$ cat config.mk
export PLATFORM = sky130hd
export DESIGN_NAME = nand_seq_top
export DESIGN_NICKNAME = d
export VERILOG_FILES = /design/src/rtl/nand_seq_pkg.sv /design/src/rtl/nand_seq_dpath.sv /design/src/rtl/nand_seq_ctrl.sv /design/src/rtl/nand_seq_top.sv
export SDC_FILE = /design/constraint.sdc
export NUM_CORES = 1
export LEC_CHECK = 0
export ABC_AREA = 1
export CORE_UTILIZATION = 54
export CTS_CLUSTER_SIZE = 16
export DETAILED_ROUTE_END_ITERATION = 6
export DONT_BUFFER_PORTS = 1
export PLACE_DENSITY = 0.72
export SLEW_MARGIN = 10
export SYNTH_ARGS = -nofsm -noshare
export SYNTH_HDL_FRONTEND = slang
export SYNTH_SLANG_ARGS = --single-unit
$ cat constraint.sdc
create_clock -name clk -period 1.61 [get_ports clk]
set_input_delay 0.0805 -clock clk [delete_from_list [all_inputs] [get_ports clk]]
set_output_delay 0.0805 -clock clk [all_outputs]
set_load 0.01 [all_outputs]
$ cat src/rtl/nand_seq_pkg.sv
`timescale 1ns/1ps
package nand_seq_pkg;

  localparam int ADDR_W = 24;

  localparam logic [7:0] CMD_RD_SETUP = 8'h00;
  localparam logic [7:0] CMD_PG_SETUP = 8'h80;
  localparam logic [7:0] CMD_PG_GO    = 8'h10;
  localparam logic [7:0] CMD_ER_SETUP = 8'h60;
  localparam logic [7:0] CMD_ER_GO    = 8'hD0;
  localparam logic [7:0] CMD_STATUS   = 8'h70;

  typedef enum logic [1:0] {
    OP_READ  = 2'd0,
    OP_PROG  = 2'd1,
    OP_ERASE = 2'd2,
    OP_NONE  = 2'd3
  } op_e;

  typedef enum logic [2:0] {
    CY_CMD, CY_ADDR, CY_WDATA, CY_RDATA, CY_WAIT
  } cyc_e;

  // control -> datapath strobes
  typedef struct packed {
    logic       go;
    logic       ce;
    cyc_e       kind;
    logic [7:0] dat;
  } strb_t;

endpackage

$ cat src/rtl/nand_seq_dpath.sv
`timescale 1ns/1ps
module nand_seq_dpath
  import nand_seq_pkg::*;
#(
  parameter int WE_LO    = 2,
  parameter int WE_HI    = 1,
  parameter int RE_LO    = 3,
  parameter int RE_HI    = 2,
  parameter int BUSY_DLY = 2
) (
  input  logic       clk,
  input  logic       rstN,
  input  strb_t      strb,
  input  logic       frdy,
  input  logic [7:0] fdqIn,
  output logic       cycDone,
  output logic [7:0] rdByte,
  output logic       fceN,
  output logic       fcle,
  output logic       fale,
  output logic       fweN,
  output logic       freN,
  output logic [7:0] fdqOut,
  output logic       fdqOe
);

  localparam int M_WE  = (WE_LO > WE_HI) ? WE_LO : WE_HI;
  localparam int M_RE  = (RE_LO > RE_HI) ? RE_LO : RE_HI;
  localparam int M_STB = (M_WE > M_RE) ? M_WE : M_RE;
  localparam int M_ALL = (M_STB > BUSY_DLY) ? M_STB : BUSY_DLY;
  localparam int CNT_W = $clog2(M_ALL + 1);

  typedef enum logic [1:0] {P_IDLE, P_LO, P_HI, P_WT} phase_e;

  phase_e           phase;
  cyc_e             kindQ;
  logic [7:0]       datQ;
  logic [CNT_W-1:0] cnt;
  logic [CNT_W-1:0] loLim, hiLim;
  logic             active, isRd;

  assign isRd   = (kindQ == CY_RDATA);
  assign loLim  = isRd ? CNT_W'(RE_LO - 1) : CNT_W'(WE_LO - 1);
  assign hiLim  = isRd ? CNT_W'(RE_HI - 1) : CNT_W'(WE_HI - 1);
  assign active = (phase == P_LO) || (phase == P_HI);

  assign cycDone = ((phase == P_HI) && (cnt == hiLim)) ||
                   ((phase == P_WT) && (cnt >= CNT_W'(BUSY_DLY)) && frdy);

  always_ff @(posedge clk or negedge rstN) begin
    if (!rstN) begin
      phase  <= P_IDLE;
      kindQ  <= CY_CMD;
      datQ   <= '0;
      cnt    <= '0;
      rdByte <= '0;
    end else begin
      case (phase)
        P_IDLE: if (strb.go) begin
          kindQ <= strb.kind;
          datQ  <= strb.dat;
          cnt   <= '0;
          phase <= (strb.kind == CY_WAIT) ? P_WT : P_LO;
        end
        P_LO: if (cnt == loLim) begin
          phase <= P_HI;
          cnt   <= '0;
          if (isRd) rdByte <= fdqIn;
        end else begin
          cnt <= cnt + 1'b1;
        end
        P_HI: if (cnt == hiLim) phase <= P_IDLE;
              else cnt <= cnt + 1'b1;
        default: if (cnt < CNT_W'(BUSY_DLY)) cnt <= cnt + 1'b1;
                 else if (frdy) phase <= P_IDLE;
      endcase
    end
  end

  assign fceN   = !strb.ce;
  assign fcle   = active && (kindQ == CY_CMD);
  assign fale   = active && (kindQ == CY_ADDR);
  assign fweN   = !((phase == P_LO) && !isRd);
  assign freN   = !((phase == P_LO) && isRd);
  assign fdqOe  = active && !isRd;
  assign fdqOut = datQ;

  // strobe width watch counters (saturating)
  logic [7:0] weLowRun, weHighRun, reLowRun, reHighRun;
  always_ff @(posedge clk or negedge rstN) begin
    if (!rstN) begin
      weLowRun  <= '0;
      reLowRun  <= '0;
      weHighRun <= 8'hFF;
      reHighRun <= 8'hFF;
    end else begin
      weLowRun  <= fweN  ? '0 : ((weLowRun  == 8'hFF) ? 8'hFF : weLowRun  + 8'd1);
      reLowRun  <= freN  ? '0 : ((reLowRun  == 8'hFF) ? 8'hFF : reLowRun  + 8'd1);
      weHighRun <= !fweN ? '0 : ((weHighRun == 8'hFF) ? 8'hFF : weHighRun + 8'd1);
      reHighRun <= !freN ? '0 : ((reHighRun == 8'hFF) ? 8'hFF : reHighRun + 8'd1);
    end
  end


  we_low_chk: assert property (@(posedge clk) disable iff (!rstN)
    $rose(fweN) |-> (weLowRun >= 8'(WE_LO)));

  we_high_chk: assert property (@(posedge clk) disable iff (!rstN)
    $fell(fweN) |-> (weHighRun >= 8'(WE_HI)));

  re_low_chk: assert property (@(posedge clk) disable iff (!rstN)
    $rose(freN) |-> (reLowRun >= 8'(RE_LO)));

  re_high_chk: assert property (@(posedge clk) disable iff (!rstN)
    $fell(freN) |-> (reHighRun >= 8'(RE_HI)));

  strobe_excl_chk: assert property (@(posedge clk) disable iff (!rstN)
    !(!fweN && !freN));

  latch_excl_chk: assert property (@(posedge clk) disable iff (!rstN)
    !(fcle && fale));

  ce_cover_chk: assert property (@(posedge clk) disable iff (!rstN)
    (!fweN || !freN) |-> !fceN);

  busy_hold_chk: assert property (@(posedge clk) disable iff (!rstN)
    ((phase == P_WT) && !frdy) |=> (phase == P_WT));

endmodule

$ cat src/rtl/nand_seq_ctrl.sv
`timescale 1ns/1ps
module nand_seq_ctrl
  import nand_seq_pkg::*;
#(
  parameter int LEN_W = 10
) (
  input  logic              clk,
  input  logic              rstN,
  input  logic              reqValid,
  input  logic [1:0]        reqOp,
  input  logic [ADDR_W-1:0] reqAddr,
  input  logic [LEN_W-1:0]  reqLen,
  output logic              busy,
  output logic              done,
  output logic              pass,
  input  logic              wrValid,
  input  logic [7:0]        wrData,
  output logic              wrReady,
  output logic              rdValid,
  output logic [7:0]        rdData,
  output strb_t             strb,
  input  logic              cycDone,
  input  logic [7:0]        rdByte
);

  typedef enum logic [3:0] {
    S_IDLE, S_CMD, S_ADDR, S_WAITR, S_RDATA, S_WDATA,
    S_CONF, S_WAITC, S_STCMD, S_STRD
  } state_e;

  state_e            state;
  op_e               opQ;
  logic [ADDR_W-1:0] addrQ;
  logic [LEN_W-1:0]  lenQ, cnt;
  logic [1:0]        addrIdx;
  logic              issued, retried;
  logic [7:0]        addrByte;
  logic              step, lastByte;

  assign busy     = (state != S_IDLE);
  assign step     = issued && cycDone;
  assign lastByte = ((cnt + LEN_W'(1)) == lenQ);

  always_comb begin
    case (addrIdx)
      2'd0:    addrByte = addrQ[7:0];
      2'd1:    addrByte = addrQ[15:8];
      default: addrByte = addrQ[23:16];
    endcase
  end

  always_comb begin
    strb    = '0;
    strb.ce = busy;
    wrReady = 1'b0;
    case (state)
      S_CMD: begin
        strb.kind = CY_CMD;
        strb.dat  = (opQ == OP_READ) ? CMD_RD_SETUP :
                    (opQ == OP_PROG) ? CMD_PG_SETUP : CMD_ER_SETUP;
        strb.go   = !issued;
      end
      S_ADDR: begin
        strb.kind = CY_ADDR;
        strb.dat  = addrByte;
        strb.go   = !issued;
      end
      S_WAITR, S_WAITC: begin
        strb.kind = CY_WAIT;
        strb.go   = !issued;
      end
      S_RDATA, S_STRD: begin
        strb.kind = CY_RDATA;
        strb.go   = !issued;
      end
      S_WDATA: begin
        strb.kind = CY_WDATA;
        strb.dat  = wrData;
        wrReady   = !issued;
        strb.go   = !issued && wrValid;
      end
      S_CONF: begin
        strb.kind = CY_CMD;
        strb.dat  = (opQ == OP_PROG) ? CMD_PG_GO : CMD_ER_GO;
        strb.go   = !issued;
      end
      S_STCMD: begin
        strb.kind = CY_CMD;
        strb.dat  = CMD_STATUS;
        strb.go   = !issued;
      end
      default: ;
    endcase
  end

  always_ff @(posedge clk or negedge rstN) begin
    if (!rstN) begin
      state   <= S_IDLE;
      opQ     <= OP_NONE;
      addrQ   <= '0;
      lenQ    <= '0;
      cnt     <= '0;
      addrIdx <= '0;
      issued  <= 1'b0;
      retried <= 1'b0;
      done    <= 1'b0;
      pass    <= 1'b0;
      rdValid <= 1'b0;
      rdData  <= '0;
    end else begin
      done    <= 1'b0;
      rdValid <= 1'b0;
      if (strb.go) issued <= 1'b1;
      if (state == S_IDLE) begin
        if (reqValid && (reqOp != 2'd3)) begin
          opQ     <= op_e'(reqOp);
          addrQ   <= reqAddr;
          lenQ    <= reqLen;
          cnt     <= '0;
          retried <= 1'b0;
          issued  <= 1'b0;
          state   <= S_CMD;
        end
      end else if (step) begin
        issued <= 1'b0;
        case (state)
          S_CMD: begin
            state   <= S_ADDR;
            addrIdx <= (opQ == OP_ERASE) ? 2'd1 : 2'd0;
          end
          S_ADDR: begin
            if (addrIdx == 2'd2) begin
              cnt <= '0;
              if (opQ == OP_READ)      state <= S_WAITR;
              else if (opQ == OP_PROG) state <= (lenQ == '0) ? S_CONF : S_WDATA;
              else                     state <= S_CONF;
            end else begin
              addrIdx <= addrIdx + 2'd1;
            end
          end
          S_WAITR: begin
            if (lenQ == '0) begin
              state <= S_IDLE; done <= 1'b1; pass <= 1'b1;
            end else begin
              state <= S_RDATA;
            end
          end
          S_RDATA: begin
            rdValid <= 1'b1;
            rdData  <= rdByte;
            cnt     <= cnt + 1'b1;
            if (lastByte) begin
              state <= S_IDLE; done <= 1'b1; pass <= 1'b1;
            end
          end
          S_WDATA: begin
            cnt <= cnt + 1'b1;
            if (lastByte) state <= S_CONF;
          end
          S_CONF:  state <= S_WAITC;
          S_WAITC: begin
            if (opQ == OP_PROG) begin
              state <= S_IDLE; done <= 1'b1; pass <= 1'b1;
            end else begin
              state <= S_STCMD;
            end
          end
          S_STCMD: state <= S_STRD;
          S_STRD: begin
            if (!rdByte[0]) begin
              state <= S_IDLE; done <= 1'b1; pass <= 1'b1;
            end else if (!retried) begin
              retried <= 1'b1;
              state   <= S_CMD;
            end else begin
              state <= S_IDLE; done <= 1'b1; pass <= 1'b0;
            end
          end
          default: state <= S_IDLE;
        endcase
      end
    end
  end


  status_pass_chk: assert property (@(posedge clk) disable iff (!rstN)
    ((state == S_STRD) && step && !rdByte[0]) |=> (done && pass));

  fail_after_retry_chk: assert property (@(posedge clk) disable iff (!rstN)
    (done && !pass) |-> retried);

  done_pulse_chk: assert property (@(posedge clk) disable iff (!rstN)
    done |=> !done);

  rd_in_op_chk: assert property (@(posedge clk) disable iff (!rstN)
    rdValid |-> $past(busy));

endmodule

$ cat src/rtl/nand_seq_top.sv
`timescale 1ns/1ps
module nand_seq_top
  import nand_seq_pkg::*;
#(
  parameter int LEN_W    = 10,
  parameter int WE_LO    = 2,
  parameter int WE_HI    = 1,
  parameter int RE_LO    = 3,
  parameter int RE_HI    = 2,
  parameter int BUSY_DLY = 2
) (
  input  logic              clk,
  input  logic              rstN,
  input  logic              reqValid,
  input  logic [1:0]        reqOp,
  input  logic [23:0]       reqAddr,
  input  logic [LEN_W-1:0]  reqLen,
  output logic              busy,
  output logic              done,
  output logic              pass,
  input  logic              wrValid,
  input  logic [7:0]        wrData,
  output logic              wrReady,
  output logic              rdValid,
  output logic [7:0]        rdData,
  output logic              fceN,
  output logic              fcle,
  output logic              fale,
  output logic              fweN,
  output logic              freN,
  output logic [7:0]        fdqOut,
  output logic              fdqOe,
  input  logic [7:0]        fdqIn,
  input  logic              frdy
);

  strb_t      strb;
  logic       cycDone;
  logic [7:0] rdByte;

  nand_seq_ctrl #(.LEN_W(LEN_W)) ctrl_i (
    .clk(clk), .rstN(rstN),
    .reqValid(reqValid), .reqOp(reqOp), .reqAddr(reqAddr), .reqLen(reqLen),
    .busy(busy), .done(done), .pass(pass),
    .wrValid(wrValid), .wrData(wrData), .wrReady(wrReady),
    .rdValid(rdValid), .rdData(rdData),
    .strb(strb), .cycDone(cycDone), .rdByte(rdByte)
  );

  nand_seq_dpath #(
    .WE_LO(WE_LO), .WE_HI(WE_HI), .RE_LO(RE_LO), .RE_HI(RE_HI),
    .BUSY_DLY(BUSY_DLY)
  ) dpath_i (
    .clk(clk), .rstN(rstN), .strb(strb), .frdy(frdy), .fdqIn(fdqIn),
    .cycDone(cycDone), .rdByte(rdByte),
    .fceN(fceN), .fcle(fcle), .fale(fale), .fweN(fweN), .freN(freN),
    .fdqOut(fdqOut), .fdqOe(fdqOe)
  );

endmodule

==> flow_metrics.tcl <==
set metrics [dict create \
    clockPowerShare 0.132 \
    yosysUniqueCellTypes 38 \
    grt_usage 0.319 \
    timing.critical_path.slowest_stage_cell "dfrtp_1" \
    start_util 0.565 \
    clk_latency_ps 410 \
    synthArstFlopShare 1.00 \
    clock_skew_ps 23.8 \
    ys_top_cells_by_count "nand2_1, dfrtp_1, inv_1" \
    diodes 0 \
    io_pins 84 \
    criticalPathCategory "register to register" \
    holdBufCountCts 51 \
    finalCritPeriodShare 1.42 \
    power_density_nw_per_um2 1930 \
    crit_buf_inv 3 \
    synth_seq_cells 88 \
    rsz0062_at_grt "true" \
    relSlewSlack 0.543 \
    num_rows 33 \
    via_per_inst 6.85 \
    cts_max_level 3 \
    fin_ws_ps -684 \
    syn_area_per_cell_sq_um 8.28 \
    fillers 267 \
    cts_buffers 9 \
    hp-class "primary input to asynchronous set/reset pin" \
    grt_pass1_vias 4659 \
    placed_area_sq_um 5350 \
    endpoint_kind "register" \
    pwr-share-comb 0.596 \
    power.leakage_nw 3.64 \
    slowest_delay_ps 590 \
    path_clk_slew_ps 120 \
    p_sw_frac 0.481 \
    ys_warn_count 0 \
    design_area_sq_um 7410 \
    ys_dominant_reg_cell "dfrtp_1" \
    synth-edff-count 0 \
    drv_cap 0 \
    setup_viol 92 \
    power_w 0.0143 \
    cts.sinks 88 \
    antenna_found_initial 1 \
    syn_to_final_growth_pct 58.0 \
    synth_cells 567 \
    cts.path.max_buffers 2 \
    seq_power_share 0.272 \
    gp_congestion 0.885 \
    finalHoldViolations 88 \
    worst-slew-pin-transition_ps 682 \
    grt_pass1_wl_um 21900 \
    hpwl_um 8060 \
    ys_seq_area_frac 0.470 \
    grt_max_degree 89 \
    syn_area_sq_um 4690 \
    slew_viol_final 0 \
    cp_max_fo 6 \
    io_buffers 0 \
    yosys.area.top_type "dfrtp_1" \
    yosys-top-cells-area "dfrtp_1, nand2_1, inv_1" \
    holdWs_ps -645 \
    post-route-min-period_ps 2290 \
    p_int_w 0.00743 \
    dieWidth_um 95.2 \
    gr-total-overflow 0 \
    cp.required_ps 1890 \
    power_switching_w 0.00688 \
    fmax_mhz 436 \
    syn_nets 633 \
    cp.arrival_ps 2570 \
    tritoncts "built" \
    drc 129 \
    core_sq_um 8300 \
    synth_top_area_frac 0.459 \
    yosysMostFrequentCell "nand2_1" \
    register_area_sq_um 2210 \
    critical_path.cell_chain "inv_2 -> nor2_2 -> nand3_2 -> inv_2 -> nor2_2 -> nand4_1 -> nand2_2 -> nor2_4 -> clkinvlp_4 -> nand2_1 -> nand2_1" \
    final_layout_size_suffix_gt1_frac 0.448 \
    drtIter0Drc 1247 \
    cts_root_buf "clkbuf_8" \
    start_kind "register" \
    ir_worst_vdd_v 0.00126 \
    firstDrtPassIters 7 \
    status "complete, but fails checks" \
    multi_input_area_sq_um 2800 \
    finalNetCount 805 \
    dieArea_sq_um 9070 \
    vias 5815 \
    die_y_um 95.2 \
    cpLargestDelayFamily "simple AND/OR/NAND/NOR gates" \
    wl_per_cell_um 27.2 \
    violations "DRC, hold timing, setup timing" \
    ant_nets 0 \
    routed_wl_um 23100 \
]
state kept, by name (all words and copies together), names as in the netlist:
register	count
ctrl_i.cnt	10
dpath_i.fdqOut	8
ctrl_i.done	1
ctrl_i.pass	1
ctrl_i.rdValid	1
ctrl_i.state	4
dpath_i.phase	2
ctrl_i.issued	1
ctrl_i.lenQ	10
ctrl_i.opQ	2
ctrl_i.retried	1
dpath_i.kindQ	3
dpath_i.cnt	2
ctrl_i.rdData	8
ctrl_i.addrQ	24
dpath_i.rdByte	8
ctrl_i.addrIdx	2
power by group through the flow:
stage                     logic, W  registers [W]  clock network, W
after global placement     0.00442        0.00357                 0
after CTS                  0.00531        0.00357           0.00179
final                      0.00854        0.00389           0.00189
after detailed placement   0.00457        0.00360                 0
after global routing       0.00902        0.00391           0.00196
after floorplan            0.00305        0.00347                 0
per-stage QoR:
| stage | utilization | setup slack [ps] | instances | setup TNS (ps) |
|---|---|---|---|---|
| 3_5_place_dp | 0.644 | -264 | 731 | -4570 |
| 5_1_grt | 0.893 | -1010 | 849 | -33340 |
| 3_3_place_gp | 0.644 | -137 | 731 | -2970 |
| 2_1_floorplan | - | -64.8 | 567 | -973 |
| 6_report | 0.893 | -684 | 849 | -26750 |
| 4_1_cts | 0.767 | -258 | 819 | -5920 |
worst reg2reg max path, cell delays in order, from the launching register on:
cell and delay (ps):
dfrtp_1 590, inv_2 200, nor2_2 210, nand3_2 130, inv_2 90, nor2_2 50, nand4_1 120, nand2_2 110
nor2_4 240, clkinvlp_4 240, nand2_1 140, nand2_1 80
cell type report:
type,instances,share of cell area
Inverter,73,0.0441
Sequential cell,88,0.298
Clock inverter,7,0.0138
Clock buffer,9,0.0167
Timing Repair Buffer,170,0.228
Multi-Input combinational cell,395,0.378
Tap cell,105,0.0177
Timing Repair inverter,2,0.00321
final timing paths:
kind                                               startpoint                       endpoint  slack (ps)  depth (start not counted)
worst min register to register  dpath_i.rdByte[2]$_DFFE_PN0P_  dpath_i.rdByte[2]$_DFFE_PN0P_         520                          1
worst max register to register    ctrl_i.state[0]$_DFFE_PN0P_  dpath_i.fdqOut[7]$_DFFE_PN0P_        -680                         11
min in group clk                                         frdy   dpath_i.phase[1]$_DFFE_PN0P_         140                          6
worst max-delay path              ctrl_i.state[0]$_DFFE_PN0P_  dpath_i.fdqOut[7]$_DFFE_PN0P_        -680                         11
worst min-delay path                                     rstN     ctrl_i.lenQ[3]$_DFFE_PN0P_        -650                          0
max in group asynchronous                                rstN      ctrl_i.opQ[0]$_DFFE_PN1P_        2040                          0
logic make-up after synthesis:
group,after synthesis,synth area share
compound gates,90,0.112
xor+xnor,4,0.00747
fa+ha+maj,9,0.0240
buf+inv,86,0.0739
flops,88,0.470
mux,16,0.0448
simple gates,274,0.268
cell usage in the layout (no fill, tap or decap), types with 14 or more instances in the layout:
cell type / count
buf_4: 89
inv_1: 50
buf_6: 14
nand3_1: 23
o21ai_1: 16
nand2_4: 35
nand2_2: 39
o21ai_2: 30
nand2_1: 111
nor2_1: 26
dlygate4sd3_1: 51
dfrtp_1: 80
routing by layer:
layer  vias to the layer above  track usage  wire length [um]
met4                         0        0.145              2350
li1                       2170            -                 -
met5                         -            0                 0
met2                       648        0.547             10100
met1                      2712        0.384              7520
met3                       285       0.0654              3050
what timing repair did:
action,4_1_cts,5_1_grt
gates cloned,3,12
setup endpoints to repair,49,91
resized for setup,27,210
hold endpoints to repair,139,88
buffers inserted,18,19
pin swaps,21,35
Note: power is estimated with default switching activity, not from simulation.
